### config.mk
export PLATFORM = sky130hd
export DESIGN_NAME = rxd_engine
export DESIGN_NICKNAME = d
export VERILOG_FILES = /design/src/rtl/rxd_pkg.sv /design/src/rtl/rxd_ptr.sv /design/src/rtl/rxd_flags.sv /design/src/rtl/rxd_fsm.sv /design/src/rtl/rxd_engine.sv
export SDC_FILE = /design/constraint.sdc
export NUM_CORES = 1
export LEC_CHECK = 0
export ABC_AREA = 1
export BUFFER_PORTS_ARGS = -buffer_cell sky130_fd_sc_hd__buf_4
export CORE_MARGIN = 2
export CORE_UTILIZATION = 48
export DETAILED_ROUTE_END_ITERATION = 10
export MAX_ROUTING_LAYER = met4
export PLACE_DENSITY = 0.83
export SETUP_SLACK_MARGIN = 0.4
export SLEW_MARGIN = 15
export SYNTH_ARGS = -nofsm -noshare
export SYNTH_HDL_FRONTEND = slang
export SYNTH_HIERARCHICAL = 1
export SYNTH_SLANG_ARGS = --single-unit
### constraint.sdc
create_clock -name clk -period 4.4 [get_ports clk]
set_input_delay 0.88 -clock clk [delete_from_list [all_inputs] [get_ports clk]]
set_output_delay 0.88 -clock clk [all_outputs]
set_load 0.05 [all_outputs]
### src/rtl/rxd_pkg.sv
package rxd_pkg;

    typedef enum logic [2:0] {
        S_STOP,
        S_FETCH,
        S_IDLE,
        S_RECV,
        S_SUSP
    } rx_state_e;

    typedef enum logic [2:0] {
        C_START,
        C_NEXT,
        C_MID,
        C_SFRM,
        C_POLL
    } fetch_ctx_e;

    localparam int OWN_BIT      = 31;
    localparam int RING_END_BIT = 30;

    localparam logic [1:0] PS_STOP = 2'd0;
    localparam logic [1:0] PS_RUN  = 2'd1;
    localparam logic [1:0] PS_SUSP = 2'd2;

    typedef struct packed {
        logic dma_owned;
        logic ring_end;
    } desc_flags_t;

    function automatic desc_flags_t decode_desc(input logic [31:0] w);
        desc_flags_t f;
        f.dma_owned = w[OWN_BIT];
        f.ring_end  = w[RING_END_BIT];
        return f;
    endfunction

    function automatic logic ctx_from_suspend(input fetch_ctx_e c);
        return (c == C_SFRM) || (c == C_POLL);
    endfunction

    function automatic logic [1:0] state_code(input rx_state_e s, input fetch_ctx_e c);
        case (s)
            S_STOP:  return PS_STOP;
            S_SUSP:  return PS_SUSP;
            S_FETCH: return ctx_from_suspend(c) ? PS_SUSP : PS_RUN;
            default: return PS_RUN;
        endcase
    endfunction

endpackage

### src/rtl/rxd_ptr.sv
module rxd_ptr #(
    parameter int ADDR_W      = 16,
    parameter int DESC_STRIDE = 16
) (
    input  logic              clk,
    input  logic              rst,
    input  logic              load,
    input  logic              adv,
    input  logic              cap,
    input  logic              cap_ring_end,
    input  logic [ADDR_W-1:0] base,
    output logic [ADDR_W-1:0] ptr
);
    localparam logic [ADDR_W-1:0] STEP = ADDR_W'(DESC_STRIDE);

    logic ring_end_q;

    always_ff @(posedge clk) begin
        if (rst) begin
            ptr        <= '0;
            ring_end_q <= 1'b0;
        end else begin
            if (cap)
                ring_end_q <= cap_ring_end;
            if (load)
                ptr <= base;
            else if (adv)
                ptr <= ring_end_q ? base : ptr + STEP;
        end
    end

    AST_NO_LOAD_AND_ADV: assert property (@(posedge clk) disable iff (rst)
        !(load && adv));
endmodule

### src/rtl/rxd_flags.sv
module rxd_flags (
    input  logic clk,
    input  logic rst,
    input  logic set_ru,
    input  logic set_stop,
    input  logic clr_ru,
    input  logic clr_stop,
    output logic flag_ru,
    output logic flag_stop
);
    always_ff @(posedge clk) begin
        if (rst) begin
            flag_ru   <= 1'b0;
            flag_stop <= 1'b0;
        end else begin
            if (set_ru)        flag_ru <= 1'b1;
            else if (clr_ru)   flag_ru <= 1'b0;
            if (set_stop)      flag_stop <= 1'b1;
            else if (clr_stop) flag_stop <= 1'b0;
        end
    end

    AST_RU_SET_WINS: assert property (@(posedge clk) disable iff (rst)
        set_ru |=> flag_ru);
endmodule

### src/rtl/rxd_fsm.sv
module rxd_fsm
    import rxd_pkg::*;
(
    input  logic        clk,
    input  logic        rst,
    input  logic        run_en,
    input  logic        mac_rx_en,
    input  logic        poll_dmd,
    input  logic        fetch_ack,
    input  logic [31:0] fetch_data,
    input  logic        frm_start,
    input  logic        frm_buf_end,
    input  logic        frm_end,
    output logic        fetch_req,
    output logic        frm_accept,
    output logic        frm_drop,
    output logic [1:0]  proc_state,
    output logic        ptr_load,
    output logic        ptr_adv,
    output logic        desc_cap,
    output logic        desc_ring_end,
    output logic        set_ru,
    output logic        set_stop
);
    rx_state_e   state, nxt;
    fetch_ctx_e  ctx, nctx;
    desc_flags_t dflags;
    logic        drop_now;

    assign dflags        = decode_desc(fetch_data);
    assign desc_ring_end = dflags.ring_end;

    always_comb begin
        nxt      = state;
        nctx     = ctx;
        ptr_load = 1'b0;
        ptr_adv  = 1'b0;
        desc_cap = 1'b0;
        set_ru   = 1'b0;
        set_stop = 1'b0;
        drop_now = 1'b0;
        case (state)
            S_STOP: begin
                if (run_en) begin
                    nxt      = S_FETCH;
                    nctx     = C_START;
                    ptr_load = 1'b1;
                end
            end
            S_FETCH: begin
                if (fetch_ack) begin
                    desc_cap = 1'b1;
                    if (dflags.dma_owned) begin
                        nxt = (ctx == C_MID || ctx == C_SFRM) ? S_RECV : S_IDLE;
                    end else begin
                        nxt = S_SUSP;
                        if (!ctx_from_suspend(ctx))
                            set_ru = 1'b1;
                        if (ctx == C_MID || ctx == C_SFRM)
                            drop_now = 1'b1;
                    end
                end
            end
            S_IDLE: begin
                if (!run_en) begin
                    if (!mac_rx_en) begin
                        nxt      = S_STOP;
                        set_stop = 1'b1;
                    end
                end else if (frm_start) begin
                    nxt = S_RECV;
                end
            end
            S_RECV: begin
                if (!run_en) begin
                    if (!mac_rx_en) begin
                        nxt      = S_STOP;
                        set_stop = 1'b1;
                    end
                end else if (frm_end) begin
                    nxt     = S_FETCH;
                    nctx    = C_NEXT;
                    ptr_adv = 1'b1;
                end else if (frm_buf_end) begin
                    nxt     = S_FETCH;
                    nctx    = C_MID;
                    ptr_adv = 1'b1;
                end
            end
            S_SUSP: begin
                if (!run_en) begin
                    if (!mac_rx_en) begin
                        nxt      = S_STOP;
                        set_stop = 1'b1;
                    end
                end else if (frm_start) begin
                    nxt  = S_FETCH;
                    nctx = C_SFRM;
                end else if (poll_dmd) begin
                    nxt  = S_FETCH;
                    nctx = C_POLL;
                end
            end
            default: nxt = S_STOP;
        endcase
    end

    always_ff @(posedge clk) begin
        if (rst) begin
            state    <= S_STOP;
            ctx      <= C_START;
            frm_drop <= 1'b0;
        end else begin
            state    <= nxt;
            ctx      <= nctx;
            frm_drop <= drop_now;
        end
    end

    assign fetch_req  = (state == S_FETCH);
    assign frm_accept = (state == S_RECV);
    assign proc_state = state_code(state, ctx);

    AST_FETCH_HOLDS: assert property (@(posedge clk) disable iff (rst)
        (fetch_req && !fetch_ack) |=> fetch_req);
    AST_DROP_ONLY_SUSP: assert property (@(posedge clk) disable iff (rst)
        frm_drop |-> proc_state == PS_SUSP);
endmodule

### src/rtl/rxd_engine.sv
module rxd_engine
    import rxd_pkg::*;
#(
    parameter int ADDR_W      = 16,
    parameter int DESC_STRIDE = 16
) (
    input  logic              clk,
    input  logic              rst,
    input  logic              run_en,
    input  logic              mac_rx_en,
    input  logic              poll_dmd,
    input  logic [ADDR_W-1:0] list_base,
    output logic              fetch_req,
    output logic [ADDR_W-1:0] fetch_addr,
    input  logic              fetch_ack,
    input  logic [31:0]       fetch_data,
    input  logic              frm_start,
    input  logic              frm_buf_end,
    input  logic              frm_end,
    output logic              frm_accept,
    output logic              frm_drop,
    output logic [1:0]        proc_state,
    output logic [ADDR_W-1:0] cur_ptr,
    output logic              flag_ru,
    output logic              flag_stop,
    input  logic              clr_ru,
    input  logic              clr_stop
);
    logic ptr_load, ptr_adv, desc_cap, desc_ring_end, set_ru, set_stop;

    rxd_fsm u_fsm (
        .clk          (clk),
        .rst          (rst),
        .run_en       (run_en),
        .mac_rx_en    (mac_rx_en),
        .poll_dmd     (poll_dmd),
        .fetch_ack    (fetch_ack),
        .fetch_data   (fetch_data),
        .frm_start    (frm_start),
        .frm_buf_end  (frm_buf_end),
        .frm_end      (frm_end),
        .fetch_req    (fetch_req),
        .frm_accept   (frm_accept),
        .frm_drop     (frm_drop),
        .proc_state   (proc_state),
        .ptr_load     (ptr_load),
        .ptr_adv      (ptr_adv),
        .desc_cap     (desc_cap),
        .desc_ring_end(desc_ring_end),
        .set_ru       (set_ru),
        .set_stop     (set_stop)
    );

    rxd_ptr #(.ADDR_W(ADDR_W), .DESC_STRIDE(DESC_STRIDE)) u_ptr (
        .clk         (clk),
        .rst         (rst),
        .load        (ptr_load),
        .adv         (ptr_adv),
        .cap         (desc_cap),
        .cap_ring_end(desc_ring_end),
        .base        (list_base),
        .ptr         (cur_ptr)
    );

    rxd_flags u_flags (
        .clk      (clk),
        .rst      (rst),
        .set_ru   (set_ru),
        .set_stop (set_stop),
        .clr_ru   (clr_ru),
        .clr_stop (clr_stop),
        .flag_ru  (flag_ru),
        .flag_stop(flag_stop)
    );

    assign fetch_addr = cur_ptr;

    AST_STATE_LEGAL: assert property (@(posedge clk) disable iff (rst)
        proc_state != 2'd3);
    AST_ADDR_STABLE: assert property (@(posedge clk) disable iff (rst)
        (fetch_req && !fetch_ack) |=> $stable(fetch_addr));
    AST_RU_FROM_RUNNING: assert property (@(posedge clk) disable iff (rst)
        $rose(flag_ru) |-> $past(proc_state) == PS_RUN);
    AST_PTR_HELD_SUSP: assert property (@(posedge clk) disable iff (rst)
        (proc_state == PS_SUSP && $past(proc_state) == PS_SUSP) |-> $stable(cur_ptr));
    AST_POLL_IGNORED_RUN: assert property (@(posedge clk) disable iff (rst)
        (poll_dmd && proc_state == PS_RUN && !fetch_req && !frm_end && !frm_buf_end)
        |=> !fetch_req);
    AST_STOP_NEEDS_MAC_OFF: assert property (@(posedge clk) disable iff (rst)
        $rose(flag_stop) |-> (!$past(mac_rx_en) && proc_state == PS_STOP));
endmodule

==> results.py <==
metrics = {
    "floorplan": {
        "die_y_um": 64.9,
        "die_x_um": 64.9,
        "fp.coreArea_um2": 3610,
        "rows": 22,
        "initial_core_util_pct": 49.4,
        "io_pins": 98,
        "dieArea_um2": 4220,
    },
    "synthesis": {
        "yosys.area_share.simple_pct": 40.3,
        "synth_fa_ha_area_share_pct": 0.702,
        "avgSynthCellArea_um2": 6.41,
        "yosysTopAreaCell": "dfxtp_1",
        "synthMuxAreaShare_pct": 0,
        "synth_seq_area_share_pct": 29.2,
        "ys_warn_count": 6,
        "synth.area.top_cells": "dfxtp_1 (29%), nand2_1 (13%), nor2_1 (9.5%), buf_4 (7.6%), nand3_1 (6.2%)",
        "synth_top_family_by_area": "simple AND/OR/NAND/NOR gates",
        "syn_inst": 278,
        "yosys.area_share.xor_xnor_pct": 0.491,
        "synth_nets": 338,
        "synth_area_um2": 1780,
        "synth-seq-cells": 26,
        "synth_top_area_share_pct": 29.2,
        "synth-compound-area-share_pct": 12.4,
        "synth.distinct_cells": 28,
    },
    "grt": {
        "grt_max_degree": 16,
        "grt.total_usage_pct": 22.1,
        "grt_pass1_wl_um": 7310,
        "grt_overflow": 0,
        "use_met1_pct": 27.0,
        "use_met3_pct": 3.99,
        "first_global_vias": 1678,
        "antenna_found_initial": 0,
        "busiest_layer": "met2",
        "use_met2_pct": 37.9,
    },
    "setup_path": {
        "endpoint_kind": "output pin",
        "cp_max_fo": 6,
        "start_kind": "flip-flop",
        "worstPathArrival_ns": 1.57,
        "r2r_cells": 9,
        "cp_num_buf_inv": 3,
        "max_stage_delay_ns": 0.45,
        "worst_ep_required_time_ns": 3.52,
        "crit_chain": "inv_1, nand3_1, inv_1, a21oi_1, buf_4",
        "crit_top_cell": "inv_1",
        "cp.depth": 5,
        "cp_slowest_cell": "dfxtp_1",
        "worstSetupPathType": "reg -> out",
        "cpLargestDelayFamily": "buffers and inverters",
    },
    "placement": {
        "place.gp.congestion": 0.941,
        "hpwl_um": 3340,
        "port_buffers": 67,
    },
    "clock_network": {
        "cts_buffers": 3,
        "cts_hold_buf": 0,
        "cts_tree": "built",
        "ctsResizeCount": 0,
        "clock_latency_ns": 0.26,
        "root_buffer": "clkbuf_8",
        "cts_buffer_depth": 2,
        "clock-sinks": 26,
        "ctsHtreeMaxLevel": 1,
        "cts.clk_slew.worst_paths_ns": 0.09,
        "post_cts_buffers": 0,
    },
    "route": {
        "wire_per_inst_um": 11.8,
        "drc": 0,
        "routed_wl_um": 4400,
        "drt_first_pass_iters": 4,
        "via_count": 1870,
        "ant_nets": 0,
        "vias_per_cell": 5.00,
        "drt_iter0_drc": 169,
    },
    "final_layout": {
        "final_nets": 387,
        "multi_input_area_um2": 960,
        "final_common_cell": "buf_4",
        "layout_common_cells": "buf_4 (67), nand2_1 (61), nor2_1 (45), inv_1 (28), dfxtp_1 (26)",
        "layout-drive-gt1-share_pct": 28.2,
        "regArea_um2": 520,
        "n_fill_cell": 352,
        "diodes": 0,
        "fin_util_pct": 62.1,
        "syn2layout_area_growth_pct": 25.5,
    },
    "power": {
        "p_total_uw": 1530,
        "power_per_cell_area_nw_per_um2": 682,
        "ir_drop_mv": 0.558,
        "leakagePower_uw": 0.00111,
    },
    "timing": {
        "fin_crit_ns": 2.45,
        "final_hold_viol_count": 0,
        "slew_viol_final": 0,
        "tns_ns": 0,
        "max_slew_margin_pct": 62.6,
        "skew_ns": 0.00283,
        "fmax_ghz": 0.408,
        "worst_pin_slew_ns": 0.556,
        "finalSetupViolCount": 0,
        "post-route-period-util_pct": 55.7,
        "rsz0062_at_grt": "false",
    },
    "flow_run": {
        "cap_violations": 0,
    },
    "worst_hold_path": {
        "min_path_type": "reg -> reg",
        "hold_depth": 2,
    },
    "outcome": {
        "outcome": "finished clean",
    },
}
## where the power goes
group / switching, uW / leakage [uW] / internal, uW / total [uW]
registers: 84.6 / 0.000212 / 300 / 384
logic: 667 / 0.000858 / 282 / 949
clock network: 72.6 / 0.0000357 / 122 / 194
## metal layers
metal  part of all wire (%)  up-vias
li1                       -      974
met1                     45      823
met2                     48       69
met3                    6.8        4
met4                   0.91        0
met5                      0        -
## worst reg2reg max path, cell delays in order (launching register included)
cell	delay [ns]
dfxtp_1	0.50
nand3_1	0.22
nor3_1	0.48
nor2_4	0.17
nor2_4	0.33
inv_2	0.17
nand3_1	0.12
nand3_1	0.07
nand2_1	0.06
inv_1	0.04
## synth_stat cells
| cell type | count |
|---|---|
| a211oi_2 | 1 |
| a21oi_1 | 12 |
| a21oi_2 | 1 |
| a22oi_1 | 1 |
| a311oi_1 | 2 |
| a31oi_1 | 1 |
| buf_2 | 2 |
| buf_4 | 18 |
| buf_6 | 3 |
| dfxtp_1 | 26 |
| ha_1 | 1 |
| inv_1 | 28 |
| inv_2 | 5 |
| nand2_1 | 61 |
| nand2_2 | 4 |
| nand3_1 | 22 |
| nand3_2 | 1 |
| nand3b_1 | 3 |
| nand4_1 | 4 |
| nor2_1 | 45 |
| nor2_2 | 3 |
| nor2_4 | 6 |
| nor3_1 | 7 |
| nor4_1 | 1 |
| o211ai_1 | 2 |
| o21ai_0 | 15 |
| o221ai_1 | 2 |
| xnor2_1 | 1 |
## cell type report
class,instances,share of cell area [%]
inverters,33,5.53
clock inverters,1,1.34
flip-flops and latches,26,23.3
repair buffers,67,22.5
multi-input cells,196,42.9
clock buffers,3,1.84
well taps,48,2.68
## logic make-up (layout without fill, tap and decap cells)
kind of cell               count (synthesis)  after routing
adders and majority gates                  1              1
buffers and inverters                     56            104
AOI/OAI and AO/OA                         37             37
and+or+nand+nor                          157            157
DFF                                       26             26
xor gates and xnor gates                   1              1
## final timing paths
check | from | endpoint | slack [ns]
setup / recovery | u_fsm/state[1] | proc_state[0] | 1.95
hold reg to reg | u_flags/flag_ru | u_flags/flag_ru | 0.47
hold / removal | u_flags/flag_ru | u_flags/flag_ru | 0.47
setup reg to reg | u_fsm/state[0] | u_ptr/ptr[11] | 2.16
## state kept, by name (all words and copies together), names as in the netlist
name / count
u_flags/flag_ru: 1
u_flags/flag_stop: 1
u_fsm/ctx: 3
u_fsm/frm_drop: 1
u_fsm/state: 3
u_ptr/ptr: 16
u_ptr/ring_end_q: 1
## per-stage QoR
| step | setup WS, ns | area [um^2] | hold slack [ns] | std cells |
|---|---|---|---|---|
| floorplan | 1.78 | 1780 | 0.455 | 278 |
| global placement | 1.81 | 2170 | 0.452 | 370 |
| detailed placement | 1.75 | 2170 | 0.456 | 370 |
| CTS | 1.98 | 2240 | 0.472 | 374 |
| global route | 1.82 | 2240 | 0.500 | 374 |
| finish | 1.95 | 2240 | 0.473 | 374 |
No activity file was read; power rests on OpenSTA's default activity.
